--- src/rtl/cam_shift_pkg.sv ---
package cam_shift_pkg;
    typedef enum logic [1:0] {
        ACT_HOLD,
        ACT_LOAD,
        ACT_SHR,
        ACT_SHL
    } reg_act_e;
endpackage

--- src/rtl/cam_part_bounds.sv ---
module cam_part_bounds #(
    parameter int W   = 64,
    parameter int SEG = 16,
    parameter int IW  = $clog2(W)
) (
    input  logic [2:0]    code,
    output logic [IW-1:0] lo,
    output logic [IW-1:0] hi,
    output logic [W-1:0]  in_part
);
    int lo_i;
    int hi_i;

    always_comb begin
        lo_i = 0;
        hi_i = W - 1;
        case (code)
            3'd1, 3'd2, 3'd3: lo_i = int'(code) * SEG;
            3'd4, 3'd5, 3'd6: hi_i = W - 1 - (int'(code) - 3) * SEG;
            default: ;
        endcase
        if (lo_i > W - 1) lo_i = 0;
        if (hi_i < 0) hi_i = W - 1;
    end

    assign lo = lo_i[IW-1:0];
    assign hi = hi_i[IW-1:0];

    for (genvar i = 0; i < W; i++) begin : g_inside
        localparam logic [IW-1:0] IDX = IW'(i);
        assign in_part[i] = (IDX >= lo) && (IDX <= hi);
    end
endmodule

--- src/rtl/cam_cmp_rotator.sv ---
module cam_cmp_rotator #(
    parameter int W  = 64,
    parameter int IW = $clog2(W)
) (
    input  logic [W-1:0]  cur,
    input  logic [IW-1:0] lo,
    input  logic [IW-1:0] hi,
    input  logic [W-1:0]  in_part,
    input  logic          go_left,
    output logic [W-1:0]  nxt
);
    logic [W-1:0] from_above;
    logic [W-1:0] from_below;

    assign from_above = {cur[0], cur[W-1:1]};
    assign from_below = {cur[W-2:0], cur[W-1]};

    for (genvar i = 0; i < W; i++) begin : g_bit
        localparam logic [IW-1:0] IDX = IW'(i);
        always_comb begin
            if (!in_part[i])
                nxt[i] = cur[i];
            else if (!go_left)
                nxt[i] = (IDX == hi) ? cur[lo] : from_above[i];
            else
                nxt[i] = (IDX == lo) ? cur[hi] : from_below[i];
        end
    end
endmodule

--- src/rtl/cam_msk_slider.sv ---
module cam_msk_slider #(
    parameter int W  = 64,
    parameter int IW = $clog2(W)
) (
    input  logic [W-1:0]  cur,
    input  logic [IW-1:0] lo,
    input  logic [IW-1:0] hi,
    input  logic [W-1:0]  in_part,
    input  logic          go_left,
    output logic [W-1:0]  nxt
);
    logic [W-1:0] from_above;
    logic [W-1:0] from_below;

    assign from_above = {cur[0], cur[W-1:1]};
    assign from_below = {cur[W-2:0], cur[W-1]};

    for (genvar i = 0; i < W; i++) begin : g_bit
        localparam logic [IW-1:0] IDX = IW'(i);
        always_comb begin
            if (!in_part[i])
                nxt[i] = cur[i];
            else if (!go_left)
                nxt[i] = (IDX == hi) ? cur[i] : from_above[i];
            else
                nxt[i] = (IDX == lo) ? cur[i] : from_below[i];
        end
    end
endmodule

--- src/rtl/cam_key_shifter.sv ---
module cam_key_shifter
    import cam_shift_pkg::*;
#(
    parameter int W   = 64,
    parameter int SEG = 16
) (
    input  logic         clk,
    input  logic         rst_n,
    input  logic [2:0]   part_code,
    input  logic         ld_cmp,
    input  logic         ld_msk,
    input  logic [W-1:0] ld_data,
    input  logic [W-1:0] ld_wmask,
    input  logic         cmp_shr,
    input  logic         cmp_shl,
    input  logic         msk_shr,
    input  logic         msk_shl,
    output logic [W-1:0] cmp_out,
    output logic [W-1:0] msk_out
);
    localparam int IW = $clog2(W);

    logic [IW-1:0] lo;
    logic [IW-1:0] hi;
    logic [W-1:0]  in_part;
    logic [W-1:0]  cmp_q, msk_q;
    logic [W-1:0]  cmp_rot, msk_sld;
    reg_act_e      cmp_act, msk_act;

    cam_part_bounds #(.W(W), .SEG(SEG), .IW(IW)) u_bounds (
        .code(part_code), .lo(lo), .hi(hi), .in_part(in_part)
    );

    cam_cmp_rotator #(.W(W), .IW(IW)) u_rot (
        .cur(cmp_q), .lo(lo), .hi(hi), .in_part(in_part),
        .go_left(cmp_act == ACT_SHL), .nxt(cmp_rot)
    );

    cam_msk_slider #(.W(W), .IW(IW)) u_sld (
        .cur(msk_q), .lo(lo), .hi(hi), .in_part(in_part),
        .go_left(msk_act == ACT_SHL), .nxt(msk_sld)
    );

    // action select: load beats shift, right beats left
    always_comb begin
        if (ld_cmp)       cmp_act = ACT_LOAD;
        else if (cmp_shr) cmp_act = ACT_SHR;
        else if (cmp_shl) cmp_act = ACT_SHL;
        else              cmp_act = ACT_HOLD;
        if (ld_msk)       msk_act = ACT_LOAD;
        else if (msk_shr) msk_act = ACT_SHR;
        else if (msk_shl) msk_act = ACT_SHL;
        else              msk_act = ACT_HOLD;
    end

    always_ff @(posedge clk or negedge rst_n) begin
        if (!rst_n) begin
            cmp_q <= '0;
            msk_q <= '1;
        end else begin
            unique case (cmp_act)
                ACT_LOAD:         cmp_q <= (cmp_q & ld_wmask) | (ld_data & ~ld_wmask);
                ACT_SHR, ACT_SHL: cmp_q <= cmp_rot;
                default:          ;
            endcase
            unique case (msk_act)
                ACT_LOAD:         msk_q <= (msk_q & ld_wmask) | (ld_data & ~ld_wmask);
                ACT_SHR, ACT_SHL: msk_q <= msk_sld;
                default:          ;
            endcase
        end
    end

    always_comb begin
        cmp_out = cmp_q;
        msk_out = msk_q;
    end

    logic [W-1:0] hi_bit, lo_bit;
    assign hi_bit = W'(1) << hi;
    assign lo_bit = W'(1) << lo;

    AST_CMP_KEEPS_ONES: assert property (@(posedge clk) disable iff (!rst_n)
        (!ld_cmp && (cmp_shr || cmp_shl)) |=> $countones(cmp_out) == $countones($past(cmp_out)));
    AST_CMP_OUTSIDE_HELD: assert property (@(posedge clk) disable iff (!rst_n)
        (!ld_cmp && (cmp_shr || cmp_shl)) |=> ((cmp_out ^ $past(cmp_out)) & ~$past(in_part)) == '0);
    AST_MSK_OUTSIDE_HELD: assert property (@(posedge clk) disable iff (!rst_n)
        (!ld_msk && (msk_shr || msk_shl)) |=> ((msk_out ^ $past(msk_out)) & ~$past(in_part)) == '0);
    AST_MSK_TOP_EDGE: assert property (@(posedge clk) disable iff (!rst_n)
        (!ld_msk && msk_shr) |=> ((msk_out ^ $past(msk_out)) & $past(hi_bit)) == '0);
    AST_MSK_LOW_EDGE: assert property (@(posedge clk) disable iff (!rst_n)
        (!ld_msk && !msk_shr && msk_shl) |=> ((msk_out ^ $past(msk_out)) & $past(lo_bit)) == '0);
    AST_LOAD_PROTECT: assert property (@(posedge clk) disable iff (!rst_n)
        ld_cmp |=> ((cmp_out ^ $past(cmp_out)) & $past(ld_wmask)) == '0);
    AST_IDLE_HOLD: assert property (@(posedge clk) disable iff (!rst_n)
        (!ld_cmp && !ld_msk && !cmp_shr && !cmp_shl && !msk_shr && !msk_shl)
        |=> ($stable(cmp_out) && $stable(msk_out)));
endmodule

--- config.mk ---
export PLATFORM = sky130hd
export DESIGN_NAME = cam_key_shifter
export DESIGN_NICKNAME = d
export VERILOG_FILES = /design/src/rtl/cam_shift_pkg.sv /design/src/rtl/cam_part_bounds.sv /design/src/rtl/cam_cmp_rotator.sv /design/src/rtl/cam_msk_slider.sv /design/src/rtl/cam_key_shifter.sv
export SDC_FILE = /design/constraint.sdc
export NUM_CORES = 1
export LEC_CHECK = 0
export BUFFER_PORTS_ARGS = -buffer_cell sky130_fd_sc_hd__buf_4
export CAP_MARGIN = 40
export CORE_ASPECT_RATIO = 0.7
export CORE_MARGIN = 5
export CORE_UTILIZATION = 35
export DETAILED_ROUTE_END_ITERATION = 10
export GPL_TIMING_DRIVEN = 0
export PLACE_DENSITY = 0.68
export RECOVER_POWER = 50
export SETUP_SLACK_MARGIN = 0.02
export SLEW_MARGIN = 20
export SYNTH_ARGS = -nofsm -noshare
export SYNTH_HDL_FRONTEND = slang
export SYNTH_SLANG_ARGS = --single-unit
--- constraint.sdc ---
create_clock -name clk -period 1.73 [get_ports clk]
set_input_delay 0 -clock clk [delete_from_list [all_inputs] [get_ports clk]]
set_output_delay 0 -clock clk [all_outputs]
set_load 0.02 [all_outputs]
==> results of run 1 <==
==> layout make-up <==
class	count	area, um^2
Buffer	91	445
Clock buffer	22	474
Clock inverter	10	156
Fill cell	2545	13100
Inverter	31	123
Multi-Input combinational cell	832	5970
Sequential cell	128	3280
Tap cell	364	455
Timing Repair Buffer	360	2730
==> where the power goes <==
part | switching, mW | internal (mW)
combinational | 2.56 | 1.91
sequential | 0.874 | 3.74
clock | 1.49 | 2.52
total | 4.92 | 8.18
==> critical path: stages <==
cell and delay, ps:
clkbuf_1 520, clkbuf_1 430, clkbuf_1 560, o21ai_0 220, o211ai_1 150, o32a_1 180
==> worst paths after layout <==
path                              to  cells after the start
min in group asynchronous  async pin                      2
setup reg to reg            register                      4
max in group asynchronous  async pin                      3
setup / recovery            register                      6
hold reg to reg             register                      1
hold / removal              register                      4
==> routing by layer <==
layer | GRT usage (%) | part of all wire [%]
met5 | 0 | 0.014
met4 | 10.7 | 3.6
met3 | 10.6 | 16
met2 | 42.0 | 41
met1 | 43.1 | 40
==> logic make-up after synthesis <==
logic type	after synthesis
AOI/OAI and AO/OA	543
adders and majority gates	5
buffers and inverters	127
DFF	128
muxes	89
and+or+nand+nor	195
==> Yosys cell counts (all sizes together) (3+ instances only) <==
master   instances
buf             27
nor3             5
a2bb2oi          4
o22ai            5
or3              3
nand3            6
o21ai          139
o22a             6
clkbuf          68
o31a            14
ha               5
mux2            85
o32a            14
and3             3
dfstp           64
a32oi           25
nand2b          16
o211ai          19
dfrtp           64
nor2b           51
mux2i            4
a31oi            3
a22oi          161
nor2            76
o221ai          16
a21boi           3
inv             30
a21oi          110
nand2           27
==> cells in the final DEF, fill, tap and decap left out, types with 18 or more instances in the layout <==
| cell type | instances |
|---|---|
| clkbuf_16 | 18 |
| nor2b_1 | 50 |
| dfrtp_1 | 63 |
| a32oi_1 | 25 |
| clkbuf_1 | 108 |
| clkbuf_2 | 19 |
| a22oi_1 | 161 |
| buf_4 | 212 |
| nand2_1 | 24 |
| o21ai_0 | 130 |
| dlygate4sd3_1 | 78 |
| dfstp_2 | 62 |
| inv_1 | 25 |
| o211ai_1 | 19 |
| mux2_2 | 69 |
| nor2_1 | 74 |
| a21oi_1 | 98 |
==> what timing repair did <==
item / 4_1_cts / 5_1_grt
setup buffers: 10 / 6
cloned: 1 / 1
gates resized for setup: 40 / 52
endpoints found under the setup margin: 118 / 101
pin swaps: 6 / 6
hold buffers: 78 / 0
endpoints found under the hold margin: 188 / 0
==> metrics by stage <==
step | instance area (um^2) | util, %
2_1_floorplan | 9630 | -
3_3_place_gp | 12000 | 45.0
3_5_place_dp | 12100 | 45.1
4_1_cts | 13700 | 51.2
5_1_grt | 13600 | 50.9
6_report | 13600 | 50.9
==> summary.txt, run 1 <==
outcome - finished clean
R2R Setup Slk - 70 ps
adder and majority gate portion of the synthesized area - 0.658%
Synth top area share - 17.7%
Setup WS pre-CTS - -910 ps
Crit Path Category - in -> reg
Worst Clk Skew - 6.63 ps
worst hold margin - 10.0 ps
WP data arrival - 2070 ps
Worst-path clk slew - 60 ps
initial antenna violation count - 1
Slew @ Worst Pin - 959 ps
Ports - 267
Clock Tree Buf Depth - 2
CP required - 2110 ps
Routed WL - 48.6 mm
Starting Density - 35.5%
via count - 12000
post-synthesis mux area share - 10.8%
RSZ-0062 raised after global routing - false
CP max FO - 10
Worst Setup Start Kind - primary input
TritonRoute pass-1 iters - 7
Post-Synth XOR/XNOR Area - 0%
remaining antenna violation count - 0
Simple-Gate Fraction of Synth Area - 10.2%
Seq/Total Area, Yosys - 34.5%
Core Box Area - 26800 um^2
final hold violation count - 0
CP Capture Type - register
async set-reset flop share out of synthesis - 100%
Die W - 207 um
Yosys cell types - 69
Final Non-Filler Cells - 1838
Final setup viols - 0
syn_nets - 1231
number of max-cap violations - 0
HP Class - in -> reg
share of layout cells above drive strength 1 - 33.4%
post-layout min period - 1690 ps
Pleak - 5.44 nW
Post-synth EDFFs - 0
min-delay src - ld_data[30]
Std-Cell Rows - 50
VDD IR max - 0.554 mV
Power Total - 13.1 mW
vias in the first global route - 11400
syn_area_per_cell - 8.75 um^2
Critical Path Source - ld_msk
#FFs+latches synth - 128
CTS root buffer - clkbuf_16
largest net degree at the start of global routing - 83
total negative setup slack - 0 ps
Slew Viols, Final - 0
Fmax - 0.592 GHz
CTS tree - done
vias per cell - 6.51
top cell type by total area after synthesis - dfstp_2
largest family of logic cells by synthesized area - compound AO/OA/AOI/OAI gates
Post-layout nets - 1605
Remaining DRCs - 0
Synth Instances - 1087
Synth area leaders - dfstp_2 18%, dfrtp_1 17%, a22oi_1 13%, mux2_2 9.2%, o21ai_0 6.9%
Total GRT Usage - 30.2%
Post-Syn Area - 9510 um^2
power density cells - 960 nW/um^2
per-cell routed wire length - 26.5 um
RePlAce Congestion - 0.978
Final Worst Setup Slack - 41.9 ps
H-tree depth - 4
Starting DRT DRC Count - 1883
Die H - 148 um
CTS buffer count - 17
port bufs - 261
Synth Area in Compound Gates - 38.2%
fin crit share - 97.6%
Skew-Pair Late Insertion Delay - 440 ps
die area - 30600 um^2
most frequently used flop master after synthesis - dfstp_2
DP Wirelength - 35.4 mm
clock net sink count - 128
P&R area growth vs syn - 43.5%
synth warn - 0
placed cell count - 1714
grt total ovfl - 0
n_diodes - 0
Slew headroom - 36.1%
first-pass GRT wire length - 70.8 mm
Power figures use the tool's default switching activity.
==> run 2, diff against run 1 <==
- CORE_UTILIZATION: 35 -> 40
- PLACE_DENSITY: 0.68 -> 0.75
- clock period: 1.73 -> 2.13 ns (I/O delays scaled with it)
==> summary.txt, run 2 (same netlist as run 1, synthesis figures left out) <==
CP Capture Type - register
per-cell routed wire length - 26.4 um (about the same)
Remaining DRCs - 0 (unchanged)
Worst Setup Start Kind - primary input
Starting Density - 40.4% (+4.9 points)
P_sw - 3.96 mW (-19%)
outcome - finished, violations left
Slew @ Worst Pin - 1540 ps (+579 ps)
Clock Tree Buf Depth - 2 (unchanged)
Worst-path clk slew - 60 ps (about the same)
first-pass GRT wire length - 70.4 mm (-0.59%)
Slew headroom - -2.57% (-39 points)
Setup WS pre-CTS - -646 ps (+265 ps)
fill count - 2149 (-16%)
n_diodes - 0 (unchanged)
Fmax - 0.487 GHz
H-tree depth - 4 (unchanged)
Routed WL - 47.2 mm (-3.0%)
Post-DP Area - 11900 um^2 (-1.5%)
VDD IR max - 0.555 mV (+0.13%)
fin crit share - 96.3%
DP Wirelength - 33.9 mm (-4.3%)
power share of the clock group - 30.7% (about the same)
Sequential Power Share - 35.8% (+0.5 points)
final hold violation count - 0 (unchanged)
CTS root buffer - clkbuf_16
RePlAce Congestion - 0.992 (+1.5%)
Final Worst Setup Slack - 78.0 ps (+36.1 ps)
most common cell after layout, fill and taps aside - buf_4
Std-Cell Rows - 47 (-6.0%)
TritonRoute pass-1 iters - 8 (+1)
initial antenna violation count - 0 (-1)
switching fraction of total power - 37.9% (+0.33 points)
Storage cell area - 3280 um^2 (about the same)
vias in the first global route - 11600 (+2.1%)
Die W - 194 um (-6.1%)
commonest non-fill, non-tap cells in the layout - 208 x buf_4, 161 x a22oi_1, 132 x o21ai_0
largest net degree at the start of global routing - 78 (-6.0%)
Final Non-Filler Cells - 1785 (-2.9%)
P&R area growth vs syn - 38.7%
vias per cell - 6.67 (+2.5%)
Slew Viols, Final - 52 (+52)
Multi-input gate area - 5740 um^2 (-3.8%)
HP Class - in -> reg
Skew-Pair Late Insertion Delay - 450 ps (about the same)
Starting DRT DRC Count - 2082 (+11%)
Worst Clk Skew - 12.3 ps (+5.71 ps)
worst hold margin - 3.86 ps (-6.18 ps)
CP required - 2450 ps (+340 ps)
CTS buffer count - 17 (unchanged)
remaining antenna violation count - 0 (unchanged)
power density cells - 793 nW/um^2 (-17%)
via count - 11900 (-0.42%)
grt total ovfl - 0 (unchanged)
share of layout cells above drive strength 1 - 29.4% (-4.0 points)
Ports - 267 (unchanged)
Pleak - 5.26 nW (-3.3%)
clock net sink count - 128 (unchanged)
port bufs - 261 (unchanged)
Total GRT Usage - 33.1% (+3.0 points)
die area - 27000 um^2 (-12%)
CTS tree - done
Post-layout nets - 1598 (-0.44%)
Core Box Area - 23500 um^2 (-12%)
Logic pwr share - 33.5% (-0.6 points)
Reg2Reg Depth - 5 (+1)
failing checks - max-capacitance violations, max-slew violations
Critical Path Source - part_code[0]
Final setup viols - 0 (unchanged)
post-layout min period - 2050 ps
WP data arrival - 2380 ps (+310 ps)
RSZ-0062 raised after global routing - false
Crit Path Category - in -> reg
cell area after layout - 13200 um^2 (-3.3%)
R2R Setup Slk - 420 ps (+350 ps)
Die H - 139 um (-6.0%)
P_int - 6.50 mW (-21%)
placed cell count - 1667 (-2.7%)
CP max FO - 10 (unchanged)
number of max-cap violations - 1 (+1)
==> run 2: cell count changes in the layout (fill, tap and decap cells not counted), moves of 4 or more <==
| cell | before | now |
|---|---|---|
| dfstp_1 | 2 | 6 |
| a21oi_2 | 9 | 2 |
| clkbuf_2 | 19 | 5 |
| mux2_4 | 16 | 7 |
| buf_6 | 11 | 6 |
| a21oi_1 | 98 | 108 |
| mux2_2 | 69 | 78 |
| dfstp_2 | 62 | 58 |
| ha_1 | 0 | 5 |
| clkbuf_1 | 108 | 125 |
| buf_4 | 212 | 208 |
| ha_4 | 4 | 0 |
==> run 2: stage by stage <==
| step | TNS, ps | total power [mW] | utilization, % |
|---|---|---|---|
| after floorplan | 0 | 5.41 | - |
| after global placement | -44520 | 7.10 | 50.5 |
| after detailed placement | -49010 | 7.17 | 50.6 |
| after CTS | 0 | 10.5 | 56.9 |
| after global routing | 0 | 10.8 | 56.1 |
| final | 0 | 10.5 | 56.1 |
==> run 2: worst min path at each step <==
stage                       startpoint   endpoint  slack, ps  depth (start not counted)
final                     ld_wmask[50]   register          4                          3
after global routing      ld_wmask[50]   register          7                          3
after CTS                  ld_data[17]   register        0.6                          4
after detailed placement         rst_n  async pin        -50                          1
after global placement     ld_wmask[2]   register        330                          3
after floorplan                  rst_n  async pin       -300                          0
==> run 2: repair_timing <==
item                                   in CTS  in global routing
resized for setup                           7                 13
gates cloned                                0                  1
setup endpoints to repair                  51                 59
hold buffers                               80                  0
setup buffers                               3                  2
endpoints found under the hold margin     188                  0
pin swaps                                   1                  1
==> run 2: power groups by stage <==
stage	Clock (mW)	Combinational (mW)	Sequential, mW
detailed placement	0	3.43	3.74
global placement	0	3.36	3.73
CTS	3.17	3.58	3.70
global route	3.29	3.71	3.77
finish	3.21	3.51	3.75
floorplan	0	1.40	4.01
==> run 2: per-layer routing <==
metal | routed length (um) | share of wire, % | vias up | global-route usage, %
met5 | 0 | 0 | - | 0
met4 | 1940 | 4.1 | 0 | 12.8
met3 | 7520 | 16 | 191 | 13.4
met2 | 19100 | 41 | 1175 | 46.5
met1 | 18600 | 39 | 5599 | 45.6
li1 | - | - | 4942 | -
==> run 2: cell type report <==
type	instances	area share [%]
Multi-Input combinational cell	832	43.5
Tap cell	318	3.02
Sequential cell	128	24.9
Inverter	31	0.882
Timing Repair Buffer	348	19.8
Buffer	96	3.20
Clock buffer	21	3.41
Clock inverter	11	1.22
==> run 2: worst max-delay path, stage by stage <==
cell	delay (ps)
buf_4	150
ha_1	200
ha_1	200
or3_2	570
nand2_2	220
a31oi_4	190
buf_2	270
a21oi_1	200
mux2_2	360
==> run 3, diff against run 2 <==
- CELL_PAD_IN_SITES_DETAIL_PLACEMENT: unset -> 0
- CELL_PAD_IN_SITES_GLOBAL_PLACEMENT: unset -> 1
- CORE_MARGIN: 5 -> 2
- PLACE_DENSITY: 0.75 -> 0.94
- RECOVER_POWER: 50 -> unset
==> summary.txt, run 3 (same netlist as run 1, synthesis figures left out) <==
outcome - finished clean
Post-layout nets - 1601 (+0.19%)
Post-DP Area - 11900 um^2 (about the same)
initial antenna violation count - 0 (unchanged)
CP max FO - 10 (unchanged)
Clock Tree Buf Depth - 2 (unchanged)
RePlAce Congestion - 0.965 (-2.7%)
die area - 25000 um^2 (-7.3%)
HP Class - in -> reg
Core Box Area - 23500 um^2 (-0.25%)
remaining antenna violation count - 0 (unchanged)
via count - 11900 (-0.43%)
grt total ovfl - 0 (unchanged)
Final Util - 57.2% (+1.1 points)
Ports - 267 (unchanged)
DP Wirelength - 33.3 mm (-1.7%)
Worst Setup Start Kind - primary input
most common cell after layout, fill and taps aside - buf_4
share of layout cells above drive strength 1 - 33.8% (+4.4 points)
R2R Setup Slk - 460 ps (+40 ps)
vias in the first global route - 11200 (-3.7%)
vias per cell - 6.63 (-0.60%)
Critical Path Source - part_code[0]
VDD IR max - 0.505 mV (-9.0%)
Starting Density - 40.5% (+0.10 points)
CP Cell Sequence - buf_4 > ha_1 > ha_1 > or3_2 > o211ai_1 > buf_4 > a21oi_2 > buf_2 > a21oi_1 > mux2_2
Crit Path Category - in -> reg
Pleak - 5.49 nW (+4.4%)
Std-Cell Rows - 47 (unchanged)
Final setup viols - 0 (unchanged)
hold path depth - 4 (+1)
Fmax - 0.488 GHz (+0.23%)
Remaining DRCs - 0 (unchanged)
CP Capture Type - register
number of max-cap violations - 0 (-1)
Total GRT Usage - 35.5% (+2.4 points)
RSZ-0062 raised after global routing - false
Routed WL - 45.8 mm (-2.8%)
Slew @ Worst Pin - 922 ps (-617 ps)
CTS tree - done
Worst-path clk slew - 60 ps (about the same)
WP data arrival - 2360 ps (-20 ps)
CTS root buffer - clkbuf_16
slowest CP cell - or3_2
P&R area growth vs syn - 41.1%
fin crit share - 96.1% (-0.22 points)
first-pass GRT wire length - 67.9 mm (-3.6%)
n_diodes - 0 (unchanged)
Die W - 188 um (-3.1%)
Reg2Reg Depth - 5 (unchanged)
H-tree depth - 4 (unchanged)
post-layout min period - 2050 ps (-4.66 ps)
final hold violation count - 0 (unchanged)
Starting DRT DRC Count - 2073 (-0.43%)
Storage cell area - 3280 um^2 (unchanged)
Setup WS pre-CTS - -689 ps (-43.0 ps)
commonest non-fill, non-tap cells in the layout - 266 x buf_4, 161 x a22oi_1, 132 x o21ai_0
clock net sink count - 128 (unchanged)
crit-path max cell delay - 570 ps (about the same)
Slew headroom - 38.5% (+41 points)
Die H - 133 um (-4.3%)
Final Worst Setup Slack - 82.7 ps (+4.66 ps)
Skew-Pair Late Insertion Delay - 440 ps (about the same)
total negative setup slack - 0 ps (unchanged)
Slew Viols, Final - 0 (-100%)
largest net degree at the start of global routing - 68 (-13%)
port bufs - 261 (unchanged)
cell area after layout - 13400 um^2 (+1.7%)
TritonRoute pass-1 iters - 6 (-2)
fill count - 2090 (-2.7%)
CP required - 2440 ps (about the same)
CTS buffer count - 17 (unchanged)
per-cell routed wire length - 25.6 um (-3.0%)
Multi-input gate area - 5730 um^2 (-0.24%)
power density cells - 780 nW/um^2 (-1.7%)
Worst Clk Skew - 7.11 ps (-5.23 ps)
-- run 3: through the flow --
step           std cells  power (mW)  hold slack [ps]
4_1_cts             1784        10.3             2.78
3_3_place_gp        1666        7.08              334
5_1_grt             1788        10.8             14.8
6_report            1788        10.5             3.87
2_1_floorplan       1087        5.41             -296
3_5_place_dp        1668        7.14            -22.0
-- run 3: power by group --
group | switching [mW] | internal (mW) | total, mW
combinational | 1.99 | 1.64 | 3.64
clock | 1.18 | 1.90 | 3.07
sequential | 0.711 | 3.04 | 3.75
-- run 3: cell type report --
class,count,share of cell area [%]
Multi-Input combinational cell,832,42.7
Timing Repair Buffer,351,21.4
Buffer,96,3.14
Clock buffer,22,3.46
Tap cell,318,2.97
Clock inverter,10,0.998
Inverter,31,0.868
Sequential cell,128,24.5
-- run 3: how the worst min path moves through the flow --
stage,slack (ps),startpoint,endpoint
final,4,ld_data[9],register
after CTS,3,ld_wmask[60],register
after floorplan,-300,rst_n,async pin
after global routing,10,ld_wmask[61],register
after detailed placement,-20,rst_n,async pin
after global placement,330,ld_wmask[13],register
-- run 3: routing by layer --
layer / part of all wire, % / GRT usage (%) / vias up / wire length (um)
met4: 2.9 / 12.7 / 0 / 1350
met1: 40 / 50.0 / 5672 / 18500
met2: 41 / 49.2 / 1088 / 18800
li1: - / - / 4956 / -
met5: 0 / 0 / - / 0
met3: 16 / 13.6 / 140 / 7210
-- run 3: worst max-delay path, delay by kind of cell --
kind,cells,cell delay (ps)
buffers and inverters,3,570
and+or+nand+nor,1,570
AOI/OAI and AO/OA,3,450
adders and majority gates,2,390
muxes,1,360
-- run 3: timing repair --
action / CTS / global route
hold buffers: 81 / 0
setup endpoints to repair: 42 / 56
buffers inserted: 3 / 1
hold endpoints to repair: 187 / 0
gates resized for setup: 5 / 8
pin swaps: 1 / 1
